File: config.mk
export PLATFORM = sky130hd
export DESIGN_NAME = hs_prop_monitor
export DESIGN_NICKNAME = d
export VERILOG_FILES = /design/src/rtl/hs_mon_pkg.sv /design/src/rtl/hs_seq_grant_chk.sv /design/src/rtl/hs_req_ack_chk.sv /design/src/rtl/hs_err_latch.sv /design/src/rtl/hs_prop_monitor.sv
export SDC_FILE = /design/constraint.sdc
export NUM_CORES = 1
export LEC_CHECK = 0
export ABC_AREA = 1
export BUFFER_PORTS_ARGS = -buffer_cell sky130_fd_sc_hd__buf_2
export CAP_MARGIN = 10
export CORE_AREA = 2 2 39 41
export CTS_BUF_LIST = sky130_fd_sc_hd__clkbuf_16
export DETAILED_ROUTE_END_ITERATION = 10
export DIE_AREA = 0 0 41 43
export PLACE_DENSITY = 0.5
export SYNTH_ARGS = -nofsm -noshare
export SYNTH_HDL_FRONTEND = slang
export SYNTH_SLANG_ARGS = --single-unit
File: constraint.sdc
create_clock -name clk -period 0.8 [get_ports clk]
set_input_delay 0.16 -clock clk [delete_from_list [all_inputs] [get_ports clk]]
set_output_delay 0.16 -clock clk [all_outputs]
set_load 0.01 [all_outputs]
File: src/rtl/hs_mon_pkg.sv
package hs_mon_pkg;
  localparam int DEF_GRANT_HOLD = 2;
  localparam int DEF_LAT_WIN    = 2;
  localparam int NUM_PROPS      = 2;

  // An obligation to see grant high that is not met
  function automatic logic grant_miss(input logic obliged, input logic grant_now);
    return obliged & ~grant_now;
  endfunction

  // The oldest pending request reaches the end of its window without ack
  function automatic logic window_expired(input logic oldest_pending, input logic ack_now);
    return oldest_pending & ~ack_now;
  endfunction
endpackage

File: src/rtl/hs_seq_grant_chk.sv
module hs_seq_grant_chk
  import hs_mon_pkg::*;
#(
  parameter int GRANT_HOLD = DEF_GRANT_HOLD
) (
  input  logic clk,
  input  logic rst,
  input  logic req,
  input  logic ack,
  input  logic halt,
  input  logic grant,
  output logic match_o,
  output logic miss_o,
  output logic fail_pulse_o
);
  logic req_seen_q;
  logic ack_seen_q;
  logic [GRANT_HOLD-1:0] live;

  always_ff @(posedge clk) begin
    if (rst) begin
      req_seen_q <= 1'b0;
      ack_seen_q <= 1'b0;
    end else begin
      req_seen_q <= req;
      ack_seen_q <= req_seen_q & ack;
    end
  end

  assign match_o = ack_seen_q & ~halt;

  generate
    if (GRANT_HOLD == 1) begin : g_single
      assign live = match_o;
    end else begin : g_hold
      logic [GRANT_HOLD-2:0] held_q;
      assign live = {held_q, match_o};
      always_ff @(posedge clk) begin
        if (rst) held_q <= '0;
        else     held_q <= live[GRANT_HOLD-2:0] & {(GRANT_HOLD-1){grant}};
      end
    end
  endgenerate

  assign miss_o = grant_miss(|live, grant);

  always_ff @(posedge clk) begin
    if (rst) fail_pulse_o <= 1'b0;
    else     fail_pulse_o <= miss_o;
  end
endmodule

File: src/rtl/hs_req_ack_chk.sv
module hs_req_ack_chk
  import hs_mon_pkg::*;
#(
  parameter int LAT_WIN = DEF_LAT_WIN
) (
  input  logic clk,
  input  logic rst,
  input  logic req,
  input  logic ack,
  output logic miss_o,
  output logic fail_pulse_o
);
  logic [LAT_WIN-1:0] pend_q;
  logic [LAT_WIN:0]   pend;

  assign pend = {pend_q, req};

  always_ff @(posedge clk) begin
    if (rst) pend_q <= '0;
    else     pend_q <= pend[LAT_WIN-1:0] & {LAT_WIN{~ack}};
  end

  assign miss_o = window_expired(pend[LAT_WIN], ack);

  always_ff @(posedge clk) begin
    if (rst) fail_pulse_o <= 1'b0;
    else     fail_pulse_o <= miss_o;
  end
endmodule

File: src/rtl/hs_err_latch.sv
module hs_err_latch #(
  parameter int N_SRC = 2
) (
  input  logic             clk,
  input  logic             rst,
  input  logic [N_SRC-1:0] fail_i,
  output logic             err_o
);
  always_ff @(posedge clk) begin
    if (rst)          err_o <= 1'b0;
    else if (|fail_i) err_o <= 1'b1;
  end
endmodule

File: src/rtl/hs_prop_monitor.sv
module hs_prop_monitor
  import hs_mon_pkg::*;
#(
  parameter int GRANT_HOLD = DEF_GRANT_HOLD,
  parameter int LAT_WIN    = DEF_LAT_WIN
) (
  input  logic clk,
  input  logic rst,
  input  logic req,
  input  logic ack,
  input  logic halt,
  input  logic grant,
  output logic grant_seq_fail,
  output logic ack_late_fail,
  output logic err_sticky
);
  logic seq_match;
  logic seq_miss;
  logic late_miss;

  hs_seq_grant_chk #(.GRANT_HOLD(GRANT_HOLD)) u_seq (
    .clk(clk), .rst(rst), .req(req), .ack(ack), .halt(halt), .grant(grant),
    .match_o(seq_match), .miss_o(seq_miss), .fail_pulse_o(grant_seq_fail)
  );

  hs_req_ack_chk #(.LAT_WIN(LAT_WIN)) u_lat (
    .clk(clk), .rst(rst), .req(req), .ack(ack),
    .miss_o(late_miss), .fail_pulse_o(ack_late_fail)
  );

  hs_err_latch #(.N_SRC(NUM_PROPS)) u_err (
    .clk(clk), .rst(rst), .fail_i({late_miss, seq_miss}), .err_o(err_sticky)
  );
endmodule

==> metrics.md, run 1 <==
| Metric | Value |
|---|---|
| Status | `complete, but fails checks` |
| Failing checks | `negative setup slack` |
| Worst min-delay path class | `input port to flip-flop` |
| Final Skew | `0.224 ps` |
| Seq cells post-synth | `8` |
| First-pass GRT wire length | `648 microns` |
| Pre-antenna DRT Iters | `1` |
| Worst-margin pin slew | `131 ps` |
| Overflow left after global routing | `0` |
| Post-DRT Antenna Nets | `0` |
| Commonest cells post-synth | `nand2_1 (9), dfxtp_1 (8), nor2_1 (6)` |
| Hold_sp | `ack` |
| RSZ-0062 raised after global routing | `true` |
| Final Max Tran Viols | `0` |
| Antenna violations before repair | `0` |
| Post-route clock period utilization | `102%` |
| # rows | `14` |
| Util after Layout | `28.7%` |
| Synth Flop Type | `dfxtp_1` |
| Antenna cell count | `0` |
| Ys async rst share | `0%` |
| Most common cell in the netlist | `nand2_1` |
| Core ar. | `1380 sq um` |
| Ys Warns | `0` |
| Final setup vio count | `1` |
| DRC Markers | `0` |
| TritonCTS clock tree | `done` |
| CP max stage delay | `310 ps` |
| Power per cell area | `3240 nW/um^2` |
| Reported max-cap violation count | `0` |
| Cts bufs inserted | `3` |
| Die extent in x | `41 microns` |
| Post-CTS sizing | `2` |
| Cell Chain, Critical Path | `buf_6` |
| Largest net degree at the start of global routing | `7` |
| Wire per inst | `6.71 microns` |
| Seq/Total Area, Yosys | `63.1%` |
| Total Power | `1.29 mW` |
| Clk slew on worst S/H paths | `40 ps` |
| GPL Wtd Cong | `0.630` |
| DR iter-0 viols | `0` |
| R2r startpoint | `u_seq.ack_seen_q` |
| Die Y | `43 microns` |
| Syn Area/Cell | `7.94 sq um` |
| Pre-CTS setup slack | `164 ps` |
| WS Path Type | `flip-flop to primary output` |
| Detailed Route WL | `396 microns` |
| Synthesized area | `254 sq um` |
| Peak Freq | `1230 MHz` |
| Lkg Pwr | `0.211 nW` |
| Critical Path Source | `u_err.err_o` |
| Slowest CP cell | `dfxtp_2` |
| Clk sinks | `8` |
| Top area cells in the synthesized netlist | `dfxtp_1 (63%), nand2_1 (13%), nor2_1 (8.9%), inv_1 (7.4%), inv_2 (3.0%)` |
| Slew HR | `91.2%` |
| H-tree depth | `1` |
| Mapped Nets | `38` |
| Share of the synthesized area in the top cell type | `63.1%` |
| Setup Buffers After CTS | `0` |
| Via density | `3.42` |
| Syn Inst Count | `32` |
| HPWL Detailed | `291 microns` |
| Vias in the first global route | `164` |
| Worst path top cell family by delay | `flip-flops` |
| Worst path bufs/invs | `1` |
| Total track usage | `6.96%` |
| CP Capture Type | `primary output` |
| # port buffers | `8` |
| Critical path launch point type | `flip-flop` |
| Area grow syn2layout | `56.2%` |
| Layout cells sized above 1 | `34.9%` |
| Via count | `202` |
| Worst-Skew Late Latency | `230 ps` |
| Clk buf depth | `2` |
| Number of synthesized flops with an enable pin | `0` |
| Largest area contributor in the netlist | `dfxtp_1` |
| Number of I/O pins | `9` |
| Initial cell density of the core | `18.4%` |
| Largest fanout on the critical path | `2` |
| Layout Nets | `51` |
| Hold_buf cts | `0` |
| VDD IR max | `0.00101 V` |
| Hold violation count in the final report | `0` |
| Final min period | `814 ps` |
| Root Driver | `clkbuf_16` |
| Final WS setup | `-13.7 ps` |
| WP data arrival | `650 ps` |
| Worst endpoint required time | `640 ps` |
| Die Footprint | `1760 sq um` |
| Unique masters post-synth | `7` |
worst reg2reg max path, stage by stage, from the launching register on:
cell and delay [ps]:
dfxtp_1 290, nand2_1 70, nand2_1 50, nand2_1 70, nand2_1 50
cell usage in the layout (no fill, tap or decap):
| cell type | Yosys | final |
|---|---|---|
| buf_2 | 0 | 7 |
| buf_6 | 0 | 1 |
| clkbuf_16 | 0 | 3 |
| dfxtp_1 | 8 | 7 |
| dfxtp_2 | 0 | 1 |
| inv_1 | 5 | 5 |
| inv_2 | 2 | 2 |
| nand2_1 | 9 | 9 |
| nand2_2 | 1 | 1 |
| nor2_1 | 6 | 6 |
| nor3_1 | 1 | 1 |
layer usage:
layer	global-route usage, %	up-vias	share of wire [%]
met2	6.88	10	38
met3	6.28	3	15
met1	6.51	77	41
met4	10.0	0	6.1
li1	-	112	-
met5	0	-	0
sequential cells by signal, summed over array words and instances (netlist names):
register and flops:
u_lat.pend_q 2, u_err.err_o 1, u_lat.fail_pulse_o 1, u_seq.ack_seen_q 1, u_seq.fail_pulse_o 1, u_seq.g_hold.held_q 1, u_seq.req_seen_q 1
cell families after synthesis:
| kind of cell | synth area share [%] |
|---|---|
| simple gates | 26.6 |
| flops | 63.1 |
| buf+inv | 10.3 |
cell type report:
class	instances	area, sq um
clock buffers	3	75.1
repair buffers	8	46.3
well taps	16	20.0
fillers	157	987
flip-flops and latches	8	161
inverters	7	26.3
multi-input cells	17	67.6
report_power, final:
part	internal, mW	total (mW)	switching, mW	leakage [nW]
clock	0.643	0.832	0.188	0.0370
sequential	0.411	0.413	0.00263	0.0656
combinational	0.0190	0.0411	0.0221	0.108
per-stage QoR:
stage	cell area, sq um	std cells	hold slack, ps	setup TNS [ps]
2_1_floorplan	254	32	232	0
3_3_place_gp	314	56	374	0
3_5_place_dp	314	56	379	0
4_1_cts	397	59	140	-32.2
5_1_grt	397	59	159	-88.6
6_report	397	59	139	-13.7
final timing paths:
kind | depth (start not counted) | to | slack [ps]
worst min-delay path | 2 | u_lat.pend_q[1] | 140
worst max register to register | 4 | u_err.err_o | 170
worst min register to register | 2 | u_lat.pend_q[1] | 410
worst max-delay path | 1 | err_sticky | -10
No activity file was read; power rests on OpenSTA's default activity.
==> run 2, diff against run 1 <==
--- a/config.mk
+++ b/config.mk
@@ -11,6 +11,8 @@
 export CORE_AREA = 2 2 39 41
 export CTS_BUF_LIST = sky130_fd_sc_hd__clkbuf_16
+export CTS_CLUSTER_DIAMETER = 60
 export DETAILED_ROUTE_END_ITERATION = 10
 export DIE_AREA = 0 0 41 43
+export GPL_TIMING_DRIVEN = 0
 export PLACE_DENSITY = 0.5
 export SYNTH_ARGS = -nofsm -noshare
==> constraint.sdc (replaced) <==
create_clock -name clk -period 0.8 [get_ports clk]
set_input_delay 0.04 -clock clk [delete_from_list [all_inputs] [get_ports clk]]
set_output_delay 0.04 -clock clk [all_outputs]
set_load 0.01 [all_outputs]
==> metrics.md, run 2 (synthesis results as in run 1) <==
| Metric | Value |
|---|---|
| Core ar. | `1380 sq um (unchanged)` |
| Wire per inst | `6.22 microns (-7.3%)` |
| Worst hold slack | `17.6 ps (-122 ps)` |
| Total track usage | `6.14% (-0.82 points)` |
| Number of I/O pins | `9 (unchanged)` |
| CP max stage delay | `310 ps (about the same)` |
| CP Capture Type | `primary output` |
| Final setup vio count | `0 (-1)` |
| Register Area | `160 sq um (-0.78%)` |
| Layout cells sized above 1 | `32.6% (-2.3 points)` |
| Combinational power share | `3.1% (about the same)` |
| Peak Freq | `1410 MHz (+15%)` |
| Worst-Skew Late Latency | `230 ps (about the same)` |
| Clk slew on worst S/H paths | `30 ps (about the same)` |
| Commonest cells after routing, fill and taps aside | `nand2_1 (9), buf_2 (8), dfxtp_1 (8)` |
| Die Y | `43 microns (unchanged)` |
| Final instance area | `389 sq um (-1.9%)` |
| Flip-flop count of the largest register after layout | `2 (unchanged)` |
| Slew HR | `91.1% (about the same)` |
| Hold_buf cts | `0 (unchanged)` |
| Fin cells | `59 (unchanged)` |
| Commonest non-fill, non-tap cell in the layout | `nand2_1` |
| Vias in the first global route | `183 (+12%)` |
| Status | `finished, final reports clean` |
| Area occupied by multi-input gates | `67.6 sq um (unchanged)` |
| WS Path Type | `flip-flop to primary output` |
| Total Power | `1.27 mW (-1.1%)` |
| Die extent in x | `41 microns (unchanged)` |
| Worst-margin pin slew | `132 ps (+0.715 ps)` |
| Pre-CTS setup slack | `168 ps (+4.63 ps)` |
| # fillers | `154 (-1.9%)` |
| Power per cell area | `3270 nW/um^2 (+0.77%)` |
| DR iter-0 viols | `0 (unchanged)` |
| Setup Buffers After CTS | `0 (unchanged)` |
| DRC Markers | `0 (unchanged)` |
| TritonCTS clock tree | `done` |
| Worst path top cell family by delay | `flip-flops` |
| Post-DRT Antenna Nets | `0 (unchanged)` |
| Seq pwr share | `32.5% (+0.4 points)` |
| Critical path launch point type | `flip-flop` |
| Largest register by flop count | `u_lat.pend_q` |
| Clk sinks | `8 (unchanged)` |
| Final WS setup | `92.4 ps (+106 ps)` |
| Hold violation count in the final report | `0 (unchanged)` |
| Root Driver | `clkbuf_16` |
| Via count | `211 (+4.5%)` |
| Placed inst area | `314 sq um (unchanged)` |
| Overflow left after global routing | `0 (unchanged)` |
| Via density | `3.58 (+4.5%)` |
| Placed insts | `56 (unchanged)` |
| Cts bufs inserted | `3 (unchanged)` |
| Worst endpoint required time | `760 ps (+120 ps)` |
| Area grow syn2layout | `53.2%` |
| Initial cell density of the core | `18.4% (unchanged)` |
| H-tree depth | `1 (unchanged)` |
| Largest net degree at the start of global routing | `7 (unchanged)` |
| Final Max Tran Viols | `0 (unchanged)` |
| HPWL Detailed | `294 microns (+1.0%)` |
| VDD IR max | `0.00142 V (+40%)` |
| Final min period | `708 ps (-106 ps)` |
| WP data arrival | `670 ps (+20 ps)` |
| Die Footprint | `1760 sq um (unchanged)` |
| Antenna violations before repair | `0 (unchanged)` |
| Largest fanout on the critical path | `2 (unchanged)` |
| # port buffers | `8 (unchanged)` |
| Post-CTS sizing | `0 (-2)` |
| Cell Chain, Critical Path | `buf_2` |
| Clock share of power | `64.4% (-0.3 points)` |
| Setup TNS | `0 ps (+13.7 ps)` |
| Reported max-cap violation count | `0 (unchanged)` |
| First-pass GRT wire length | `634 microns (-2.2%)` |
| # rows | `14 (unchanged)` |
| Worst min-delay path class | `input port to flip-flop` |
| Lkg Pwr | `0.210 nW (-0.54%)` |
| GPL Wtd Cong | `0.596 (-5.4%)` |
| Layout Nets | `51 (unchanged)` |
| Pre-antenna DRT Iters | `1 (unchanged)` |
| Sw Pwr | `0.201 mW (-5.5%)` |
| Final Skew | `1.35 ps (+1.12 ps)` |
| Int Power | `1.07 mW (-0.27%)` |
| Clk buf depth | `2 (unchanged)` |
| Util after Layout | `28.1% (-0.54 points)` |
| Detailed Route WL | `367 microns (-7.3%)` |
| Post-route clock period utilization | `88.5% (-13 points)` |
| Slowest CP cell | `dfxtp_1` |
| Sw frac | `15.8% (-0.74 points)` |
| Worst path bufs/invs | `1 (unchanged)` |
| RSZ-0062 raised after global routing | `false` |
| Antenna cell count | `0 (unchanged)` |
run 2: cell count changes in the layout (fill, tap and decap cells not counted):
cell / before / now
buf_2: 7 / 8
buf_6: 1 / 0
dfxtp_1: 7 / 8
dfxtp_2: 1 / 0
run 2: power by group through the flow:
stage	sequential, mW	combinational (mW)	clock (mW)
3_5_place_dp	0.419	0.0408	0
2_1_floorplan	0.420	0.0165	0
4_1_cts	0.413	0.0410	0.840
6_report	0.413	0.0392	0.819
3_3_place_gp	0.419	0.0403	0
5_1_grt	0.414	0.0456	0.866
run 2: layout make-up:
cell class	instances	share of cell area, %
clock buffer	3	19.3
sequential	8	41.2
multi-input combinational	17	17.4
tap	16	5.14
inverter	7	6.75
timing repair buffer	8	10.3
run 2: per-layer routing:
| layer | GRT usage [%] | part of all wire, % | vias up |
|---|---|---|---|
| met2 | 8.13 | 42 | 9 |
| met3 | 4.71 | 15 | 2 |
| li1 | - | - | 113 |
| met4 | 6.00 | 6.0 | 0 |
| met5 | 0 | 0 | - |
| met1 | 5.50 | 37 | 87 |
run 2: path summary, 6_finish.rpt:
path	start	to	slack [ps]	cells past startpoint
min	ack	u_lat.pend_q[1]	20	2
max	u_err.err_o	err_sticky	90	1
min reg2reg	u_lat.pend_q[0]	u_lat.pend_q[1]	410	2
max reg2reg	u_seq.ack_seen_q	u_err.err_o	180	4
